### src/rtl/acache_pkg.sv
package acache_pkg;

    typedef enum logic [2:0] {
        ST_IDLE,
        ST_LOOKUP,
        ST_FILL,
        ST_WRITE,
        ST_DONE
    } cache_state_e;

endpackage

### src/rtl/acache_tag_cam.sv
module acache_tag_cam #(
    parameter int TAG_W   = 12,
    parameter int ENTRIES = 4,
    parameter int IDX_W   = 2
) (
    input  logic [ENTRIES-1:0]            valid_i,
    input  logic [ENTRIES-1:0][TAG_W-1:0] tags_i,
    input  logic [TAG_W-1:0]              tag_i,
    output logic                          hit_o,
    output logic [IDX_W-1:0]              hit_idx_o
);

    logic [ENTRIES-1:0] match;

    // one comparator per entry, all evaluated in the same cycle
    for (genvar g = 0; g < ENTRIES; g++) begin : g_cmp
        assign match[g] = valid_i[g] && (tags_i[g] == tag_i);
    end

    always_comb begin
        hit_idx_o = '0;
        for (int i = ENTRIES - 1; i >= 0; i--) begin
            if (match[i]) begin
                hit_idx_o = IDX_W'(i);
            end
        end
        hit_o = |match;
    end

endmodule

### src/rtl/acache_fifo_victim.sv
module acache_fifo_victim #(
    parameter int ENTRIES = 4,
    parameter int IDX_W   = 2
) (
    input  logic               clk,
    input  logic               rst_n,
    input  logic [ENTRIES-1:0] valid_i,
    input  logic               advance_i,
    output logic [IDX_W-1:0]   victim_o,
    output logic               evict_o
);

    logic [IDX_W-1:0] load_ptr;
    logic [IDX_W-1:0] free_idx;

    // load-order pointer: moves only when a fill completes
    always_ff @(posedge clk or negedge rst_n) begin
        if (!rst_n) begin
            load_ptr <= '0;
        end else if (advance_i) begin
            if (load_ptr == IDX_W'(ENTRIES - 1)) begin
                load_ptr <= '0;
            end else begin
                load_ptr <= load_ptr + 1'b1;
            end
        end
    end

    always_comb begin
        free_idx = '0;
        for (int i = ENTRIES - 1; i >= 0; i--) begin
            if (!valid_i[i]) begin
                free_idx = IDX_W'(i);
            end
        end
    end

    assign evict_o  = &valid_i;
    assign victim_o = evict_o ? load_ptr : free_idx;

endmodule

### src/rtl/acache_line_ram.sv
module acache_line_ram #(
    parameter int ENTRIES = 4,
    parameter int WORDS   = 16,
    parameter int DATA_W  = 8,
    parameter int IDX_W   = 2,
    parameter int OFF_W   = 4
) (
    input  logic              clk,
    input  logic              we_i,
    input  logic [IDX_W-1:0]  wentry_i,
    input  logic [OFF_W-1:0]  woff_i,
    input  logic [DATA_W-1:0] wdata_i,
    input  logic [IDX_W-1:0]  rentry_i,
    input  logic [OFF_W-1:0]  roff_i,
    output logic [DATA_W-1:0] rdata_o
);

    logic [DATA_W-1:0] cells [ENTRIES][WORDS];

    always_ff @(posedge clk) begin
        if (we_i) begin
            cells[wentry_i][woff_i] <= wdata_i;
        end
    end

    assign rdata_o = cells[rentry_i][roff_i];

endmodule

### src/rtl/assoc_fifo_cache.sv
module assoc_fifo_cache
    import acache_pkg::*;
#(
    parameter int ADDR_W  = 16,
    parameter int TAG_W   = 12,
    parameter int ENTRIES = 4,
    parameter int DATA_W  = 8,
    localparam int OFF_W  = ADDR_W - TAG_W,
    localparam int WORDS  = 1 << OFF_W,
    localparam int IDX_W  = (ENTRIES > 1) ? $clog2(ENTRIES) : 1
) (
    input  logic              clk,
    input  logic              rst_n,
    input  logic              req_valid,
    output logic              req_ready,
    input  logic              req_write,
    input  logic [ADDR_W-1:0] req_addr,
    input  logic [DATA_W-1:0] req_wdata,
    output logic              resp_valid,
    output logic              resp_hit,
    output logic              resp_repl,
    output logic [IDX_W-1:0]  resp_entry,
    output logic [DATA_W-1:0] resp_rdata,
    output logic              mem_rd_req,
    output logic [ADDR_W-1:0] mem_rd_addr,
    input  logic              mem_rd_valid,
    input  logic [DATA_W-1:0] mem_rd_data,
    output logic              mem_wr_en,
    output logic [ADDR_W-1:0] mem_wr_addr,
    output logic [DATA_W-1:0] mem_wr_data
);

    cache_state_e state, state_nxt;

    // captured request
    logic              q_write;
    logic [TAG_W-1:0]  q_tag;
    logic [OFF_W-1:0]  q_off;
    logic [DATA_W-1:0] q_wdata;

    // directory
    logic [ENTRIES-1:0]            valid_vec;
    logic [ENTRIES-1:0][TAG_W-1:0] tag_arr;

    // fill bookkeeping
    logic [OFF_W-1:0] fill_cnt;
    logic [IDX_W-1:0] tgt_entry;
    logic             fill_last;
    logic             advance;

    // response registers
    logic              r_hit;
    logic              r_repl;
    logic [IDX_W-1:0]  r_entry;
    logic [DATA_W-1:0] r_rdata;

    // sub-block nets
    logic              cam_hit;
    logic [IDX_W-1:0]  cam_idx;
    logic [IDX_W-1:0]  vic_idx;
    logic              vic_evict;
    logic              ram_we;
    logic [IDX_W-1:0]  ram_wentry;
    logic [OFF_W-1:0]  ram_woff;
    logic [DATA_W-1:0] ram_wdata;
    logic [DATA_W-1:0] ram_rdata;

    acache_tag_cam #(
        .TAG_W   (TAG_W),
        .ENTRIES (ENTRIES),
        .IDX_W   (IDX_W)
    ) u_cam (
        .valid_i   (valid_vec),
        .tags_i    (tag_arr),
        .tag_i     (q_tag),
        .hit_o     (cam_hit),
        .hit_idx_o (cam_idx)
    );

    acache_fifo_victim #(
        .ENTRIES (ENTRIES),
        .IDX_W   (IDX_W)
    ) u_victim (
        .clk       (clk),
        .rst_n     (rst_n),
        .valid_i   (valid_vec),
        .advance_i (advance),
        .victim_o  (vic_idx),
        .evict_o   (vic_evict)
    );

    acache_line_ram #(
        .ENTRIES (ENTRIES),
        .WORDS   (WORDS),
        .DATA_W  (DATA_W),
        .IDX_W   (IDX_W),
        .OFF_W   (OFF_W)
    ) u_ram (
        .clk      (clk),
        .we_i     (ram_we),
        .wentry_i (ram_wentry),
        .woff_i   (ram_woff),
        .wdata_i  (ram_wdata),
        .rentry_i (cam_idx),
        .roff_i   (q_off),
        .rdata_o  (ram_rdata)
    );

    assign fill_last = mem_rd_valid && (&fill_cnt);
    assign advance   = (state == ST_FILL) && fill_last;

    // line store write port: write-hit update or fill word
    always_comb begin
        ram_we     = 1'b0;
        ram_wentry = tgt_entry;
        ram_woff   = fill_cnt;
        ram_wdata  = mem_rd_data;
        if (state == ST_LOOKUP && q_write && cam_hit) begin
            ram_we     = 1'b1;
            ram_wentry = cam_idx;
            ram_woff   = q_off;
            ram_wdata  = q_wdata;
        end else if (state == ST_FILL && mem_rd_valid) begin
            ram_we = 1'b1;
        end
    end

    // next-state logic
    always_comb begin
        state_nxt = state;
        unique case (state)
            ST_IDLE:   if (req_valid) state_nxt = ST_LOOKUP;
            ST_LOOKUP: begin
                if (q_write)      state_nxt = ST_WRITE;
                else if (cam_hit) state_nxt = ST_DONE;
                else              state_nxt = ST_FILL;
            end
            ST_FILL:   if (fill_last) state_nxt = ST_DONE;
            ST_WRITE:  state_nxt = ST_DONE;
            ST_DONE:   state_nxt = ST_IDLE;
            default:   state_nxt = ST_IDLE;
        endcase
    end

    // state register
    always_ff @(posedge clk or negedge rst_n) begin
        if (!rst_n) begin
            state <= ST_IDLE;
        end else begin
            state <= state_nxt;
        end
    end

    // outputs decoded from state
    always_comb begin
        req_ready  = 1'b0;
        mem_rd_req = 1'b0;
        mem_wr_en  = 1'b0;
        resp_valid = 1'b0;
        unique case (state)
            ST_IDLE:   req_ready  = 1'b1;
            ST_LOOKUP: ;
            ST_FILL:   mem_rd_req = 1'b1;
            ST_WRITE:  mem_wr_en  = 1'b1;
            ST_DONE:   resp_valid = 1'b1;
            default:   ;
        endcase
    end

    assign mem_rd_addr = {q_tag, fill_cnt};
    assign mem_wr_addr = {q_tag, q_off};
    assign mem_wr_data = q_wdata;
    assign resp_hit    = r_hit;
    assign resp_repl   = r_repl;
    assign resp_entry  = r_entry;
    assign resp_rdata  = r_rdata;

    // datapath registers
    always_ff @(posedge clk or negedge rst_n) begin
        if (!rst_n) begin
            q_write   <= 1'b0;
            q_tag     <= '0;
            q_off     <= '0;
            q_wdata   <= '0;
            valid_vec <= '0;
            tag_arr   <= '0;
            fill_cnt  <= '0;
            tgt_entry <= '0;
            r_hit     <= 1'b0;
            r_repl    <= 1'b0;
            r_entry   <= '0;
            r_rdata   <= '0;
        end else begin
            unique case (state)
                ST_IDLE: begin
                    if (req_valid) begin
                        q_write <= req_write;
                        q_tag   <= req_addr[ADDR_W-1:OFF_W];
                        q_off   <= req_addr[OFF_W-1:0];
                        q_wdata <= req_wdata;
                    end
                end
                ST_LOOKUP: begin
                    r_hit   <= cam_hit;
                    r_repl  <= 1'b0;
                    r_entry <= cam_hit ? cam_idx : '0;
                    if (q_write) begin
                        r_rdata <= q_wdata;
                    end else if (cam_hit) begin
                        r_rdata <= ram_rdata;
                    end else begin
                        tgt_entry <= vic_idx;
                        r_entry   <= vic_idx;
                        r_repl    <= vic_evict;
                        fill_cnt  <= '0;
                    end
                end
                ST_FILL: begin
                    if (mem_rd_valid) begin
                        if (fill_cnt == q_off) begin
                            r_rdata <= mem_rd_data;
                        end
                        fill_cnt <= fill_cnt + 1'b1;
                        if (&fill_cnt) begin
                            valid_vec[tgt_entry] <= 1'b1;
                            tag_arr[tgt_entry]   <= q_tag;
                        end
                    end
                end
                ST_WRITE: ;
                ST_DONE:  ;
                default:  ;
            endcase
        end
    end

endmodule

### config.mk
export PLATFORM = sky130hd
export DESIGN_NAME = assoc_fifo_cache
export DESIGN_NICKNAME = d
export VERILOG_FILES = /design/src/rtl/acache_pkg.sv /design/src/rtl/acache_tag_cam.sv /design/src/rtl/acache_fifo_victim.sv /design/src/rtl/acache_line_ram.sv /design/src/rtl/assoc_fifo_cache.sv
export SDC_FILE = /design/constraint.sdc
export NUM_CORES = 1
export LEC_CHECK = 0
export BUFFER_PORTS_ARGS = -buffer_cell sky130_fd_sc_hd__buf_4
export CORE_MARGIN = 4
export CORE_UTILIZATION = 40
export DETAILED_ROUTE_END_ITERATION = 10
export HOLD_SLACK_MARGIN = 0.1
export PLACE_DENSITY = 0.67
export REMOVE_ABC_BUFFERS = 1
export SLEW_MARGIN = 20
export SYNTH_ARGS = -nofsm -noshare
export SYNTH_HDL_FRONTEND = slang
export SYNTH_SLANG_ARGS = --single-unit
### constraint.sdc
create_clock -name clk -period 4.75 [get_ports clk]
set_clock_uncertainty 0.05 [all_clocks]
set_input_delay 0.95 -clock clk [delete_from_list [all_inputs] [get_ports clk]]
set_output_delay 0.95 -clock clk [all_outputs]
set_load 0.01 [all_outputs]
==> results.toml <==
[final_layout]
syn2layout_area_growth_pct = 15.4
nNetsFinal = 1936
final_cells = 2786
layout-drive-gt1-share_pct = 19.2
utilization_pct = 46.8
stdcell_area_um2 = 28900

[critical_path]
cp-start-kind = "register"
cp_top_family = "simple AND/OR/NAND/NOR gates"
crit-reg2reg-launch = "q_tag[4]"
cpMostUsedCell = "buf_4"
cp.required_ns = 4.95
r2r_end = "u_ram.cells[1][109]"
cpPeakStageDelay_ns = 0.75
setup.worst_path.end_class = "register"
critPathKind = "reg2reg"
crit_fanout = 50
crit_slowest_cell = "or4_2"
reg2regPathDepth = 9
crit_chain = "xnor2_1 -> nand4_1 -> or4_2 -> buf_4 -> o21a_2 -> o31ai_1 -> nand2_1 -> buf_4 -> nor2_1"
rrSetupSlack_ns = 0.36
cp.arrival_ns = 4.58
crit_buf_inv = 2

[drt]
drtPass1Iterations = 5
wl_um = 71200
via_per_inst = 5.94
num_vias = 16540
wl_per_cell_um = 25.6
post-route-drc-count = 0
first_iter_violations = 1967
postRouteAntennaNets = 0

[floorplan]
dieHeight_um = 258
dieArea_um2 = 66700
die_width_um = 258
core_region_area_um2 = 61800
start_util_pct = 40.5
rows = 91
pin_count = 93

[timing]
fin_crit_sh_pct = 92.3
drv_slew = 0
fmax_ghz = 0.228
relSlewSlack_pct = 24.5
rsz0062_at_grt = "false"
finalSetupViolCount = 0
finalSetupTns_ns = 0
hold_viol = 0
tightestPinTransition_ns = 1.13
min_period_ns = 4.39

[cts]
hold_buffers = 0
cts_sinks = 612
clock_latency_ns = 0.63
clockBufferDepth = 3
cts_inserted_buffers = 60
cts_root_buf = "clkbuf_16"
cts_setup_buffers = 0
cts.clk_slew.worst_paths_ns = 0.06
cts_tree = "built"
cts_resized = 0
htree_levels = 2

[power_and_ir_drop]
total_power_w = 0.0140
ir_drop_v = 0.000273
p_leak_nw = 9.86
p_per_area_nw_per_um2 = 484

[grt]
grt_pass1_vias = 16483
overflow = 0
grt_max_degree = 66
grt_pass1_wl_um = 106000
grt.total_usage_pct = 20.7
antenna_found_initial = 1

[yosys]
synth_area_um2 = 25100
syn_area_per_cell_um2 = 14.0
synth_edf_count = 512
async_reset_ff_share_pct = 16.3
ys_seq_area_share_pct = 71.3
synth_cells = 1796
postSynthRegisterBits = 612
synth_ff_type = "edfxtp_1"
yosysWarnings = 0
synth_cell_types = 55

[place]
placed_area_um2 = 27000
routabilityCongestion = 0.928
dp_cells = 2672
portBuffers = 92
place_hpwl_um = 45200

[min_path]
hold_class = "in2async"

[status]
status = "completed"

[job]
maxCapViolations = 0
==> per-stage QoR <==
stage / hold WS, ns / worst slack (ns)
CTS: 0.234 / 0.410
detailed placement: 0.441 / 0.443
floorplan: 0.422 / -1.14
global placement: 0.442 / 0.443
finish: 0.243 / 0.364
global route: 0.254 / 0.170
==> state kept, by name, summed over array words and instances, names as in the netlist <==
| signal | flops |
|---|---|
| valid_vec | 4 |
| u_ram.cells | 512 |
| u_victim.load_ptr | 2 |
| q_write | 1 |
| q_off | 4 |
| fill_cnt | 4 |
| resp_entry | 2 |
| mem_wr_data | 8 |
| state | 3 |
| tgt_entry | 2 |
| tag_arr | 48 |
| resp_hit | 1 |
| q_tag | 12 |
| resp_rdata | 8 |
| resp_repl | 1 |
==> cells in the final DEF (no fill, tap or decap), types with 4 or more instances in the layout <==
cell type,netlist,final
nand2_1,159,151
or4_1,19,17
buf_12,0,7
or2_2,5,5
buf_4,16,173
nand2_2,0,8
nor4_1,4,4
clkinv_1,0,13
nand4_1,15,15
and4_1,4,4
xnor2_1,52,52
a31oi_1,47,47
clkinvlp_4,0,6
nand3_1,15,15
o22ai_1,28,28
clkinv_2,0,13
bufinv_16,0,5
dfrtp_1,100,99
o21ai_0,80,78
and2_1,6,5
clkbuf_1,79,11
o31ai_1,15,15
clkbuf_16,0,60
nor2_1,94,94
mux2_2,70,70
inv_1,20,19
edfxtp_1,512,512
o221ai_1,123,123
nor3_1,57,54
mux2i_1,18,18
or3_1,65,65
nand2b_1,12,12
a21oi_1,96,95
==> power breakdown <==
group | internal, W | switching (W) | leakage, nW | total (W)
registers | 0.00602 | 0.000532 | 5.90 | 0.00655
logic | 0.00110 | 0.00168 | 3.03 | 0.00278
clock network | 0.00263 | 0.00204 | 0.927 | 0.00468
total | 0.00976 | 0.00426 | 9.86 | 0.0140
==> Yosys cell counts (all sizes together), types with 2 or more instances <==
cell     instances  area, um^2
and4             4        35.0
a31oi           48         315
nand2b          12        75.1
nor3b            2        15.0
xor2             2        17.5
buf             62         342
nor3            57         285
nand3           15        75.1
and3             2        12.5
o22ai           28         175
mux2            70         788
mux2i           18         180
o221ai         123        1080
inv             20        75.1
or4             19         143
o21a             4        31.3
nor2            94         353
o31ai           15         113
or3             65         407
a311oi           2        17.5
and2             6        37.5
nor4             6        50.0
o221a            3        33.8
dfrtp          100        2500
clkbuf          79         297
nand2          159         597
a21oi           97         489
xnor2           52         455
a21o             2        15.0
ha               2        25.0
a2111oi          2        20.0
nand3b           2        15.0
nand4           15        93.8
o21ai           80         400
edfxtp         512       15400
or2              6        37.5
==> kinds of logic after synthesis <==
group,synth area share [%]
AOI/OAI and AO/OA,11.0
adders and majority gates,0.0998
DFF,71.3
xor gates and xnor gates,1.89
and+or+nand+nor,8.99
muxes,3.86
buffers and inverters,2.84
==> final cells by class <==
class / instances / area [um^2]
fillers: 5342 / 32900
multi-input cells: 1023 / 6570
well taps: 837 / 1050
inverters: 20 / 75.1
clock buffers: 74 / 1580
repair buffers: 180 / 1440
clock inverters: 38 / 330
flip-flops and latches: 612 / 17900
diodes: 2 / 5.00
==> how the worst max path moves through the flow <==
stage                        start                  end  cells past startpoint
final                     q_tag[4]  u_ram.cells[1][109]                      9
after global routing      q_tag[9]  u_ram.cells[1][104]                      9
after CTS                 q_tag[9]  u_ram.cells[1][104]                      9
after detailed placement  q_tag[9]  u_ram.cells[1][104]                      9
after global placement    q_tag[4]  u_ram.cells[1][111]                      9
after floorplan           q_tag[8]        resp_rdata[5]                      9
==> layer usage <==
layer | part of all wire, % | wire (um) | track usage, %
met5 | 0.018 | 13 | 0
met4 | 2.8 | 1980 | 6.39
met3 | 11 | 7680 | 4.62
met2 | 47 | 33100 | 33.1
met1 | 40 | 28400 | 28.6
(Power assumes the default switching activity.)
